**src/rtl/scl_tg_pkg.sv**
```systemverilog
`timescale 1ns/1ps
package scl_tg_pkg;

   typedef enum logic [1:0] {
      SEL_DIV    = 2'd0,
      SEL_TIMING = 2'd1,
      SEL_HS     = 2'd2
   } cfg_sel_e;

   // field positions inside the configuration write word
   localparam int TIM_SMP_LSB = 8;
   localparam int TIM_STP_LSB = 0;
   localparam int HS_SMP_LSB  = 12;
   localparam int HS_STP_LSB  = 8;
   localparam int HS_ARM_LSB  = 0;
   localparam logic [1:0] HS_ARM_CODE = 2'b11;

endpackage

```
**src/rtl/scl_tg_cfg.sv**
```systemverilog
`timescale 1ns/1ps
module scl_tg_cfg
   import scl_tg_pkg::*;
#(
   parameter int DATA_W   = 16,
   parameter int DIV_W    = 3,
   parameter int DEF_DIV  = 5,
   parameter int SMP_W    = 3,
   parameter int STP_W    = 6,
   parameter int HS_STP_W = 3,
   parameter bit HS_EN    = 1'b1
) (
   input  logic              clk,
   input  logic              rst_n,
   input  logic              enable,
   input  logic              boundary,
   input  logic              mc_done,
   input  logic              wr_en,
   input  cfg_sel_e          wr_sel,
   input  logic [DATA_W-1:0] wr_data,
   output logic [DIV_W-1:0]  act_div_m1,
   output logic [SMP_W-1:0]  act_smp_m1,
   output logic [STP_W-1:0]  act_stp_m1,
   output logic              hs_active
);

   localparam logic [DIV_W-1:0] DIV_RST = DIV_W'(DEF_DIV - 1);

   logic [DIV_W-1:0]    div_q, div_n;
   logic [SMP_W-1:0]    tsmp_q, tsmp_n;
   logic [STP_W-1:0]    tstp_q, tstp_n;
   logic                hs_on_n;
   logic [SMP_W-1:0]    hsmp_n;
   logic [HS_STP_W-1:0] hstp_n;
   logic                pend_n;
   logic                hs_act_n;
   logic                load;
   logic                cfg_unused;

   assign cfg_unused = ^wr_data;

   // next value of the normal registers (bypassed into the reload)
   always_comb begin
      div_n  = div_q;
      tsmp_n = tsmp_q;
      tstp_n = tstp_q;
      if (wr_en) begin
         case (wr_sel)
            SEL_DIV:    div_n = wr_data[DIV_W-1:0];
            SEL_TIMING: begin
               tsmp_n = wr_data[TIM_SMP_LSB +: SMP_W];
               tstp_n = wr_data[TIM_STP_LSB +: STP_W];
            end
            default: ;
         endcase
      end
   end

   always_ff @(posedge clk or negedge rst_n) begin
      if (!rst_n) begin
         div_q  <= DIV_RST;
         tsmp_q <= '0;
         tstp_q <= '0;
      end else begin
         div_q  <= div_n;
         tsmp_q <= tsmp_n;
         tstp_q <= tstp_n;
      end
   end

   generate
      if (HS_EN) begin : g_hs
         logic                hon_q;
         logic [SMP_W-1:0]    hsmp_q;
         logic [HS_STP_W-1:0] hstp_q;
         logic                pend_q;
         logic                hs_wr;

         assign hs_wr = wr_en && (wr_sel == SEL_HS);

         always_comb begin
            hs_on_n = hon_q;
            hsmp_n  = hsmp_q;
            hstp_n  = hstp_q;
            if (hs_wr) begin
               hs_on_n = (wr_data[HS_ARM_LSB +: 2] == HS_ARM_CODE);
               hsmp_n  = wr_data[HS_SMP_LSB +: SMP_W];
               hstp_n  = wr_data[HS_STP_LSB +: HS_STP_W];
            end
         end

         assign pend_n = enable && (pend_q || mc_done);

         always_ff @(posedge clk or negedge rst_n) begin
            if (!rst_n) begin
               hon_q  <= 1'b0;
               hsmp_q <= '0;
               hstp_q <= '0;
               pend_q <= 1'b0;
            end else begin
               hon_q  <= hs_on_n;
               hsmp_q <= hsmp_n;
               hstp_q <= hstp_n;
               pend_q <= boundary ? 1'b0 : pend_n;
            end
         end
      end else begin : g_no_hs
         assign hs_on_n = 1'b0;
         assign hsmp_n  = '0;
         assign hstp_n  = '0;
         assign pend_n  = 1'b0;
      end
   endgenerate

   assign hs_act_n = enable && hs_on_n && (hs_active || pend_n);
   assign load     = !enable || boundary;

   // active set: reloaded only while idle or at an SCL edge
   always_ff @(posedge clk or negedge rst_n) begin
      if (!rst_n) begin
         act_div_m1 <= DIV_RST;
         act_smp_m1 <= '0;
         act_stp_m1 <= '0;
         hs_active  <= 1'b0;
      end else if (load) begin
         act_div_m1 <= div_n;
         hs_active  <= hs_act_n;
         if (hs_act_n) begin
            act_smp_m1 <= hsmp_n;
            act_stp_m1 <= STP_W'(hstp_n);
         end else begin
            act_smp_m1 <= tsmp_n;
            act_stp_m1 <= tstp_n;
         end
      end
   end

   assert_hs_off_idle_R9: assert property (@(posedge clk) disable iff (!rst_n)
      !enable |=> !hs_active);

endmodule

```
**src/rtl/scl_tg_prediv.sv**
```systemverilog
`timescale 1ns/1ps
module scl_tg_prediv #(
   parameter int DIV_W = 3
) (
   input  logic             clk,
   input  logic             rst_n,
   input  logic             enable,
   input  logic [DIV_W-1:0] div_m1,
   output logic             pre_tick
);

   logic [DIV_W-1:0] pc;

   assign pre_tick = enable && (pc == div_m1);

   always_ff @(posedge clk or negedge rst_n) begin
      if (!rst_n)                   pc <= '0;
      else if (!enable || pre_tick) pc <= '0;
      else                          pc <= pc + 1'b1;
   end

   assert_pc_bound_R2: assert property (@(posedge clk) disable iff (!rst_n)
      enable |-> (pc <= div_m1));

endmodule

```
**src/rtl/scl_tg_halfper.sv**
```systemverilog
`timescale 1ns/1ps
module scl_tg_halfper #(
   parameter int SMP_W = 3,
   parameter int STP_W = 6
) (
   input  logic             clk,
   input  logic             rst_n,
   input  logic             enable,
   input  logic             pre_tick,
   input  logic [SMP_W-1:0] smp_m1,
   input  logic [STP_W-1:0] stp_m1,
   output logic             boundary,
   output logic             scl_o,
   output logic             stb_o,
   output logic             tick_o
);

   logic [SMP_W-1:0] sc;
   logic [STP_W-1:0] tc;
   logic             smp_hit;

   assign smp_hit  = pre_tick && (sc == smp_m1);
   assign boundary = smp_hit && (tc == stp_m1);

   always_ff @(posedge clk or negedge rst_n) begin
      if (!rst_n) begin
         sc     <= '0;
         tc     <= '0;
         scl_o  <= 1'b1;
         stb_o  <= 1'b0;
         tick_o <= 1'b0;
      end else if (!enable) begin
         sc     <= '0;
         tc     <= '0;
         scl_o  <= 1'b1;
         stb_o  <= 1'b0;
         tick_o <= 1'b0;
      end else begin
         if (pre_tick) sc <= smp_hit ? '0 : sc + 1'b1;
         if (smp_hit)  tc <= boundary ? '0 : tc + 1'b1;
         if (boundary) scl_o <= ~scl_o;
         stb_o  <= smp_hit;
         tick_o <= boundary;
      end
   end

   assert_sc_bound_R3: assert property (@(posedge clk) disable iff (!rst_n)
      enable |-> (sc <= smp_m1));
   assert_tc_bound_R5: assert property (@(posedge clk) disable iff (!rst_n)
      enable |-> (tc <= stp_m1));

endmodule

```
**src/rtl/scl_timing_gen.sv**
```systemverilog
`timescale 1ns/1ps
module scl_timing_gen
   import scl_tg_pkg::*;
#(
   parameter int DATA_W   = 16,
   parameter int DIV_W    = 3,
   parameter int DEF_DIV  = 5,
   parameter int SMP_W    = 3,
   parameter int STP_W    = 6,
   parameter int HS_STP_W = 3,
   parameter bit HS_EN    = 1'b1
) (
   input  logic              clk,
   input  logic              rst_n,
   input  logic              enable,
   input  logic              mc_done,
   input  logic              wr_en,
   input  logic [1:0]        wr_sel,
   input  logic [DATA_W-1:0] wr_data,
   output logic              scl,
   output logic              sample_stb,
   output logic              phase_tick,
   output logic              hs_active
);

   localparam int DIV_MAX = 1 << DIV_W;

   generate
      if (DEF_DIV < 1 || DEF_DIV > DIV_MAX) begin : g_bad_div
         $error("DEF_DIV must lie in 1..2**DIV_W");
      end
      if (SMP_W < 1 || SMP_W > 3) begin : g_bad_smp
         $error("SMP_W must be 1..3 to fit its fields");
      end
      if (STP_W < 1 || STP_W > TIM_SMP_LSB) begin : g_bad_stp
         $error("STP_W must fit below the sample field");
      end
      if (HS_STP_W < 1 || HS_STP_W > 3 || HS_STP_W > STP_W) begin : g_bad_hstp
         $error("HS_STP_W must be 1..3 and not exceed STP_W");
      end
      if (DATA_W < HS_SMP_LSB + SMP_W || DATA_W < DIV_W) begin : g_bad_data
         $error("DATA_W too narrow for the field layout");
      end
   endgenerate

   logic [DIV_W-1:0] act_div_m1;
   logic [SMP_W-1:0] act_smp_m1;
   logic [STP_W-1:0] act_stp_m1;
   logic             pre_tick;
   logic             boundary;

   scl_tg_cfg #(
      .DATA_W(DATA_W), .DIV_W(DIV_W), .DEF_DIV(DEF_DIV),
      .SMP_W(SMP_W), .STP_W(STP_W), .HS_STP_W(HS_STP_W), .HS_EN(HS_EN)
   ) u_cfg (
      .clk(clk), .rst_n(rst_n), .enable(enable), .boundary(boundary),
      .mc_done(mc_done), .wr_en(wr_en), .wr_sel(cfg_sel_e'(wr_sel)),
      .wr_data(wr_data), .act_div_m1(act_div_m1), .act_smp_m1(act_smp_m1),
      .act_stp_m1(act_stp_m1), .hs_active(hs_active)
   );

   scl_tg_prediv #(.DIV_W(DIV_W)) u_prediv (
      .clk(clk), .rst_n(rst_n), .enable(enable),
      .div_m1(act_div_m1), .pre_tick(pre_tick)
   );

   scl_tg_halfper #(.SMP_W(SMP_W), .STP_W(STP_W)) u_halfper (
      .clk(clk), .rst_n(rst_n), .enable(enable), .pre_tick(pre_tick),
      .smp_m1(act_smp_m1), .stp_m1(act_stp_m1), .boundary(boundary),
      .scl_o(scl), .stb_o(sample_stb), .tick_o(phase_tick)
   );

   assert_tick_toggle_R10: assert property (@(posedge clk) disable iff (!rst_n)
      phase_tick |-> (scl != $past(scl)));
   assert_idle_quiet_R9: assert property (@(posedge clk) disable iff (!rst_n)
      !enable |=> (scl && !sample_stb && !phase_tick));
   assert_hs_at_edge_R7: assert property (@(posedge clk) disable iff (!rst_n)
      $rose(hs_active) |-> phase_tick);
   assert_edge_has_stb_R3: assert property (@(posedge clk) disable iff (!rst_n)
      phase_tick |-> sample_stb);

endmodule

```
**config.mk**
```make
export PLATFORM = sky130hd
export DESIGN_NAME = scl_timing_gen
export DESIGN_NICKNAME = d
export VERILOG_FILES = /design/src/rtl/scl_tg_pkg.sv /design/src/rtl/scl_tg_cfg.sv /design/src/rtl/scl_tg_prediv.sv /design/src/rtl/scl_tg_halfper.sv /design/src/rtl/scl_timing_gen.sv
export SDC_FILE = /design/constraint.sdc
export NUM_CORES = 1
export LEC_CHECK = 0
export BUFFER_PORTS_ARGS = -buffer_cell sky130_fd_sc_hd__buf_2
export CAP_MARGIN = 20
export CORE_MARGIN = 1
export CORE_UTILIZATION = 40
export DETAILED_ROUTE_END_ITERATION = 7
export HOLD_SLACK_MARGIN = 0.12
export SLEW_MARGIN = 20
export SYNTH_ARGS = -nofsm -noshare
export SYNTH_HDL_FRONTEND = slang
export SYNTH_SLANG_ARGS = --single-unit
```
**constraint.sdc**
```tcl
create_clock -name clk -period 3.05 [get_ports clk]
set_clock_uncertainty 0.05 [all_clocks]
set_input_delay 0 -clock clk [delete_from_list [all_inputs] [get_ports clk]]
set_output_delay 0 -clock clk [all_outputs]
set_load 0.01 [all_outputs]
```
# --- Word-level counts from Yosys, hierarchy flattened ---
# Index checks and enable logic that the tools add are counted.
classes:
  n_addsub: 3
  eq_ne: 9
  n_mux: 23
  n_bitwise: 1
  reduce_logical: 13
ops:
  columns: ["op", "n"]
  rows:
  - ["$mux 6", 6]
  - ["$mux 3", 11]
  - ["$logic_and 1x1->1", 7]
  - ["$add 3x1->3 const B", 2]
  - ["$add 6x1->6 const B", 1]
  - ["$eq 3x3->1", 2]
  - ["$eq 6x6->1", 1]
  - ["$mux 1", 6]
  - ["$ne 2x1->1 const B", 3]
  - ["$eq 2x2->1 const B", 2]
  - ["$logic_or 1x1->1", 4]
  - ["$eq 2x1->1 const B", 1]
  - ["$logic_not 2->1", 1]
  - ["$logic_not 1->1", 1]
  - ["$not 1->1", 1]
totals:
  regBits: 48
  output_inout_bits: 4

# --- Depth between registers and ports, before layout ---
# Gate-level depths: netlist (run 1).
depth:
  word_depth: 7
  mapped_depth: 8
  depth_no_buf: 6

# --- Hierarchy ---
# Synthesis (run 1) repeated with hierarchy kept, for this count alone.
hier_totals:
  cells_unflattened: 196
  hier_area_um2: 2294.7
modules_own_cells:
  columns: ["module", "n_inst", "cells_each", "area_each_um2", "seq_area_each_um2"]
  rows:
  - ["scl_tg_cfg", 1, 113, 1450.1, 828.3]
  - ["scl_tg_halfper", 1, 69, 680.7, 301.5]
  - ["scl_tg_prediv", 1, 14, 163.9, 75.1]

# --- Least setup slack after synthesis (run 1) ---
# No wires, ideal clock.
synth_timing:
  path_kind: "register to register"
  startpoint: "reg u_cfg.act_div_m1[2]"
  endpoint: "reg u_cfg.act_div_m1[0]"
  arrival_time_ns: 1.697
  setup_slack_ns: 1.178
  path_stages_with_launch: 7
  n_path_buf: 1
  cell_sequence: "dfstp_2 > xnor2_1 > nand3_1 > nor4_1 > nand2b_1 > buf_2 > mux2_2"
synth_via:
  elab_chain_len: 5
synth_rtl:
  columns: ["element", "line", "source"]
  rows:
  - ["from (decl)", "scl_tg_cfg.sv:21", "output logic [DIV_W-1:0] act_div_m1,"]
  - ["from (signal assigned)", "scl_tg_cfg.sv:126", "act_div_m1 <= div_n;"]
  - ["$eq 3x3->1", "scl_tg_prediv.sv:14", "assign pre_tick = enable && (pc == div_m1);"]
  - ["$logic_and 1x1->1", "scl_tg_prediv.sv:14", null]
  - ["$logic_and 1x1->1", "scl_tg_halfper.sv:22", "assign smp_hit = pre_tick && (sc == smp_m1);"]
  - ["$logic_and 1x1->1", "scl_tg_halfper.sv:23", "assign boundary = smp_hit && (tc == stp_m1);"]
  - ["$logic_or 1x1->1", "scl_tg_cfg.sv:116", "assign load = !enable || boundary;"]
# Every way passes these cells.
# A chain may end at the register's enable or synchronous reset.

# --- Worst setup path in the final report (run 1) ---
layout_timing:
  startpoint: "reg u_cfg.act_div_m1[2]"
  endpoint: "reg u_cfg.act_stp_m1[3]"
layout_via:
  elab_chain_len: 5
layout_rtl:
  columns: ["element", "line", "source"]
  rows:
  - ["$eq 3x3->1", "scl_tg_prediv.sv:14", null]
  - ["$logic_and 1x1->1", "scl_tg_prediv.sv:14", null]
  - ["$logic_and 1x1->1", "scl_tg_halfper.sv:22", null]
  - ["$logic_and 1x1->1", "scl_tg_halfper.sv:23", null]
  - ["$logic_or 1x1->1", "scl_tg_cfg.sv:116", null]
  - ["to (signal assigned)", "scl_tg_cfg.sv:130", "act_stp_m1 <= STP_W'(hstp_n);"]
  - ["to (signal assigned)", "scl_tg_cfg.sv:133", "act_stp_m1 <= tstp_n;"]
  - ["to (decl)", "scl_tg_cfg.sv:23", "output logic [STP_W-1:0] act_stp_m1,"]
# Every way passes these cells.

==> results of run 1 <==
per-layer routing:
layer	vias up	wire length (µm)	GRT usage
met2	23	1851	0.2550
met5	-	0	0
met3	7	142	0.04233
met4	0	66	0.06379
met1	679	1795	0.1897
li1	679	-	-
worst max path at each step:
stage,cells past startpoint,slack (ns),startpoint,endpoint
after floorplan,6,1.18,u_cfg.act_div_m1[2],u_cfg.act_div_m1[0]
after global placement,7,0.93,u_cfg.act_div_m1[2],u_cfg.act_stp_m1[4]
after detailed placement,7,0.91,u_cfg.act_div_m1[2],u_cfg.act_stp_m1[3]
after CTS,7,0.88,u_cfg.act_div_m1[2],u_cfg.act_stp_m1[4]
after global routing,7,0.74,u_cfg.act_div_m1[2],u_cfg.act_stp_m1[4]
final,7,0.88,u_cfg.act_div_m1[2],u_cfg.act_stp_m1[3]
cell usage after synthesis, types with 3 or more instances:
cell type and count:
a21oi_1 6, inv_1 7, ha_1 3, nand2_1 7, mux2i_1 10, nand3_1 3
nand3b_1 3, buf_2 3, mux2_2 22, nor3b_1 7, nor3_1 3, dfrtp_1 45
and3_2 3, dfstp_2 3, nor2_1 12, xnor2_1 20
cell type report:
class | instances | area, µm² | area share
Tap cell | 70 | 87.58 | 0.03321
Sequential cell | 48 | 1205 | 0.4568
Timing Repair Buffer | 43 | 312.8 | 0.1186
Inverter | 7 | 26.28 | 0.009962
Multi-Input combinational cell | 112 | 884.6 | 0.3354
Clock inverter | 2 | 38.79 | 0.01471
Clock buffer | 6 | 82.58 | 0.03131
cells in the final DEF, fill, tap and decap left out:
cell type,n
a21boi_0,1
a21boi_1,1
a21oi_1,6
a22oi_1,1
and3_2,3
buf_2,21
buf_4,5
bufinv_16,1
clkbuf_8,6
clkinv_4,1
dfrtp_1,45
dfstp_2,3
dlygate4sd3_1,17
ha_1,3
inv_1,7
mux2_2,22
mux2i_1,10
nand2_1,7
nand2b_1,1
nand3_1,3
nand3b_1,3
nand4_1,2
nand4_2,1
nor2_1,12
nor2b_1,1
nor3_1,3
nor3b_1,7
nor4_1,2
o311a_1,1
or2_0,1
or3_1,1
xnor2_1,20
power by group:
part	leakage [nW]	switching, mW	internal, mW
clock	0.0614	0.211	0.268
combinational	0.515	0.152	0.180
sequential	0.592	0.0612	0.746
worst max-delay path, delay by kind of cell, from the launching register on:
kind	cells	cell delay [ns]
simple gates	3	0.62
flops	1	0.55
buf+inv	2	0.36
mux	1	0.34
xor+xnor	1	0.14
kinds of logic after synthesis:
group / Yosys count / share of synthesized area
XOR/XNOR: 20 / 0.08093
AND/OR/NAND/NOR: 47 / 0.1208
buffers and inverters: 15 / 0.03468
flip-flops: 48 / 0.5566
AO/OA/AOI/OAI: 10 / 0.02891
adder cells (fa/ha/maj): 3 / 0.01734
multiplexers: 32 / 0.1607
flip-flops by register name, indices dropped and copies added (netlist names):
signal             flops
u_halfper.stb_o        1
u_halfper.tick_o       1
u_halfper.tc           6
u_cfg.div_q            3
u_halfper.scl_o        1
u_cfg.g_hs.pend_q      1
u_cfg.g_hs.hsmp_q      3
u_prediv.pc            3
u_cfg.hs_active        1
u_halfper.sc           3
u_cfg.act_div_m1       3
u_cfg.act_stp_m1       6
u_cfg.tstp_q           6
u_cfg.act_smp_m1       3
u_cfg.tsmp_q           3
u_cfg.g_hs.hon_q       1
u_cfg.g_hs.hstp_q      3
through the flow:
stage | worst slack, ns | hold WS [ns] | cells | util
floorplan | 1.178 | -0.3456 | 175 | -
global placement | 0.9305 | 0.1628 | 263 | 0.4531
detailed placement | 0.9051 | 0.1844 | 263 | 0.4531
CTS | 0.8784 | 0.2446 | 288 | 0.5094
global route | 0.7392 | 0.2419 | 288 | 0.5099
finish | 0.8767 | 0.1903 | 288 | 0.5099
what timing repair did:
| action | 4_1_cts | 5_1_grt |
|---|---|---|
| resized for setup | 0 | 0 |
| endpoints found under the setup margin | 0 | 0 |
| hold buffers | 17 | 0 |
| hold endpoints to repair | 79 | 0 |
==> impl_results.md, run 1 <==
- WS Path Type: reg -> reg
- Fill cell count: about 460
- First-pass GRT wire length: around 6400 µm
- Htree depth: 2
- Syn Area/Cell: 12.37 µm²
- R2R Path Start: u_cfg.act_div_m1[2]
- Largest net degree at the start of global routing: 49
- Worst reg2reg path depth: 7
- Worst path max stage delay: around 0.55 ns
- I/O pins: 27
- Vias in the first global route: 1,415
- DIE WIDTH: about 76 µm
- CTS root buf: clkbuf_8
- Die Area: ~0.0057 mm²
- Vias per cell: slightly below 5
- Maximum VDD drop: between 0.0002 and 0.00025 V
- Critical Path End Type: flop
- Rows: 26
- Post-synth cell types: 30
- WL/cell: between 10 and 15 µm
- Register area share after synthesis: 0.5566
- Tot Pwr: about 1.6 mW
- Total grt overflow: 0
- Initial antenna violation count: 0
- Final instance area: 0.002638 mm²
- CP arrival: approximately 2.3 ns
- Drt drc: 0
- Post-DRT Antenna Nets: 0
- Clk sinks: 48
- CTS Buffer Depth: 2
- Die height: around 76 µm
- Reg2reg setup slack: ~0.9 ns
- Startpoint types: flop
- Post-Synthesis Net Count: 201
- Post-Synthesis Cells: about 180
- Top post-synthesis cells by area: dfrtp_1, mux2_2, xnor2_1
- Post-synthesis instance area: roughly 0.0022 mm²
- Setup bufs post-CTS: 0
- Post-DP HPWL: 2728 µm
- Final Max Slew Viols: 0
- Starting Density: 0.4185
- Post-route minimum period: between 2 and 2.5 ns
- Share of post-route cells with drive strength above 1: 0.2890
- Final hold viol count: 0
- Core area: about 0.0052 mm²
- Relative slew slack: 0.6068
- Synth area leader: dfrtp_1
- Cell mode on critical path: buf_4
- Area grow syn2layout: 21.85%
- Post-synth EDFFs: 0
- Primary FF master, synth: dfrtp_1
- Pwr/cell area: between 600 and 700 mW/mm²
- CP Data Required Time: about 3.2 ns
- Via count: approximately 1,400
- Synth Register Bits: 48
- Crit-path max FO: 11
- CP max stage cell: dfstp_2
- Setup TNS: 0 ns
- Min-delay worst type: in -> async
- Final WL: around 3900 µm
- CTS tree: yes
- Syn. warnings: 0
- Total CTS buffers: 5
- Overall Global Routing Usage: 0.1536
- Diode count: 0
- Clk pin slew, worst setup/hold paths: ~0.09 ns
- Least-Margin Pin Slew: slightly below 0.6 ns
- Gp weighted congestion: between 0.7 and 0.8
- Highest clock rate: approximately 460 MHz
- MaxCap Viol Count: 0
- Placed inst area: 0.002344 mm²
- Status: finished, final reports clean
- Final setup fails: 0
- Clk Latency, worst-skew pair: 0.30 ns
- Nets: around 240
- Leak pwr: between 1 and 1.5 nW
- Crit path cell chain: xnor2_1, nand3_1, buf_4, nor4_1, nand2b_1, buf_4, mux2_2
- 1st-iter DRT viols: 81
- RSZ-0062 raised after global routing: no
- Tcrit/Tclk final: 0.7126
- Synth top area share: 0.5202
- Reg-to-reg endpoint: u_cfg.act_stp_m1[3]
- TritonRoute pass-1 iters: 4
- PortBufs: 22
- Post-synth ARST share: 1.000
Note: power is estimated with default switching activity, not from simulation.
==> inputs of run 2 (changes only) <==
==> constraint.sdc (replaced) <==
create_clock -name clk -period 1.9 [get_ports clk]
set_clock_uncertainty 0.05 [all_clocks]
set_input_delay 0 -clock clk [delete_from_list [all_inputs] [get_ports clk]]
set_output_delay 0 -clock clk [all_outputs]
set_load 0.01 [all_outputs]
==> impl_results.md, run 2 (same netlist as run 1, synthesis figures left out) <==
- Die height: 75.56 µm (unchanged)
- Clk sinks: 48 (unchanged)
- Core area: 0.005172 mm² (unchanged)
- Tot Pwr: 2.649 mW (+64%)
- 1st-iter DRT viols: 68 (-16%)
- PortBufs: 22 (unchanged)
- Share of post-route cells with drive strength above 1: 0.3745 (+0.08548)
- Highest clock rate: 519.7 MHz (+13%)
- WL/cell: 14.34 µm (+7.1%)
- Crit path cell chain: xnor2_1, nand4_1, nor4_4, nand2b_4, buf_8, mux2_4
- Vias per cell: 4.862 (+0.89%)
- Tcrit/Tclk final: 1.013 (+0.3001)
- Clk pin slew, worst setup/hold paths: 0.09 ns (about the same)
- Final Max Slew Viols: 0 (unchanged)
- Setup ws final: -0.02415 ns (-0.9008 ns)
- Startpoint types: flop
- Starting Density: 0.4185 (unchanged)
- MaxCap Viol Count: 0 (unchanged)
- Sequential power share: 0.493 (-0.006)
- Worst slack, placed: -0.1200 ns (-1.025 ns)
- Pwr/cell area: 924.1 mW/mm² (+51%)
- Overall Global Routing Usage: 0.1721 (+0.01849)
- WS Path Type: reg -> reg
- Switching share of total power: 0.2826 (+0.02045)
- Diode count: 0 (unchanged)
- Least-Margin Pin Slew: 0.5660 ns (-0.02391 ns)
- Most frequent cells in the layout: dfrtp_1, buf_2, dlygate4sd3_1
- Fill cell count: 415 (-9.0%)
- Commonest non-fill, non-tap cell in the layout: dfrtp_1
- Register Area: 0.001205 mm² (unchanged)
- Post-DRT Antenna Nets: 0 (unchanged)
- Post-route minimum period: 1.924 ns (-0.2492 ns)
- TritonRoute pass-1 iters: 4 (unchanged)
- Worst path max stage delay: 0.42 ns (-0.13 ns)
- Clk pwr share: 0.240 (-0.056)
- Leak pwr: 1.288 nW (+10%)
- RSZ-0062 raised after global routing: yes
- Reg2reg setup slack: -0.02 ns (-0.90 ns)
- Gp weighted congestion: 0.8724 (+18%)
- First-pass GRT wire length: 7155 µm (+12%)
- DIE WIDTH: 75.56 µm (unchanged)
- Die Area: 0.005709 mm² (unchanged)
- Htree depth: 2 (unchanged)
- Violated checks: setup timing
- Status: complete, but fails checks
- Nets: 260 (+7.0%)
- Maximum VDD drop: 0.0004501 V (+88%)
- Total CTS buffers: 5 (unchanged)
- Area grow syn2layout: 32.43%
- Rows: 26 (unchanged)
- Clk Latency, worst-skew pair: 0.30 ns (about the same)
- Final WL: 4374 µm (+13%)
- Via count: 1,483 (+6.8%)
- Multi-input logic area: 979.7 µm² (+11%)
- Crit-path max FO: 8 (-3)
- CTS Buffer Depth: 2 (unchanged)
- Vias in the first global route: 1,578 (+12%)
- CTS root buf: clkbuf_8
- Final hold viol count: 0 (unchanged)
- CTS tree: yes
- Relative slew slack: 0.6227 (+0.01594)
- Min-delay worst type: in -> async
- Initial antenna violation count: 0 (unchanged)
- Gate power share: 0.267 (+0.062)
- CP max stage cell: dfrtp_1
- Critical Path End Type: flop
- I/O pins: 27 (unchanged)
- Post-DP HPWL: 3122 µm (+14%)
- Total grt overflow: 0 (unchanged)
- Final setup fails: 7 (+7)
- Cell internal pwr: 1.900 mW (+59%)
- NetSw: 0.7486 mW (+76%)
- Largest net degree at the start of global routing: 26 (-47%)
- Top Registers: u_cfg.act_stp_m1 x6, u_cfg.tstp_q x6, u_halfper.tc x6
- CP arrival: 2.06 ns (-0.25 ns)
- Drt drc: 0 (unchanged)
- CP Data Required Time: 2.03 ns (-1.16 ns)
==> run 2: repair_timing <==
| item | 4_1_cts | 5_1_grt |
|---|---|---|
| buffers inserted | 2 | 3 |
| setup endpoints to repair | 7 | 16 |
| pin swaps | 2 | 9 |
| hold endpoints to repair | 75 | 0 |
| hold buffers | 19 | 0 |
| resized for setup | 5 | 18 |
==> run 2: per-layer routing <==
metal,vias to the layer above,GRT usage,routed length (µm)
li1,710,-,-
met1,733,0.2154,2084
met2,29,0.2986,2062
met3,11,0.02778,114
met4,0,0.06790,114
met5,-,0,0
==> run 2: layout make-up <==
class,instances,share of cell area
Sequential cell,48,0.4203
Multi-Input combinational cell,112,0.3418
Clock buffer,6,0.02881
Inverter,7,0.009166
Tap cell,70,0.03055
Clock inverter,2,0.005238
Timing Repair Buffer,60,0.1641
==> run 2: critical path, delay by kind of cell, from the launching register on <==
kind                      cells  cell delay [ns]
and+or+nand+nor               3             0.68
DFF                           1             0.42
muxes                         1             0.30
xor gates and xnor gates      1             0.21
buffers and inverters         1             0.14
==> run 2: worst paths after layout <==
check	start	to	cells past startpoint
min in group clk	wr_data[3]	u_cfg.tstp_q[3]	4
hold / removal	rst_n	u_cfg.g_hs.hon_q	2
setup reg to reg	u_cfg.act_stp_m1[4]	u_cfg.act_div_m1[0]	6
hold reg to reg	u_cfg.tstp_q[4]	u_cfg.tstp_q[4]	2
setup / recovery	u_cfg.act_stp_m1[4]	u_cfg.act_div_m1[0]	6
max in group asynchronous	rst_n	u_halfper.scl_o	3
==> run 2: stage by stage <==
step                      std cells  hold slack (ns)  setup TNS [ns]  utilization  instance area, µm²
after floorplan                 175          -0.3456               0            -                2165
after global placement          274         -0.02835         -0.1698       0.4715                2439
after detailed placement        274         -0.01749         -0.7363       0.4715                2439
after CTS                       303           0.1874               0       0.5358                2771
after global routing            305           0.2528         -0.6807       0.5542                2867
final                           305           0.1642        -0.09240       0.5542                2867
==> run 2: power groups by stage <==
stage | Clock (mW) | Combinational [mW] | Sequential, mW
6_report | 0.636 | 0.708 | 1.31
5_1_grt | 0.690 | 0.787 | 1.33
4_1_cts | 0.651 | 0.628 | 1.30
3_5_place_dp | 0 | 0.569 | 1.32
3_3_place_gp | 0 | 0.552 | 1.31
2_1_floorplan | 0 | 0.403 | 1.29
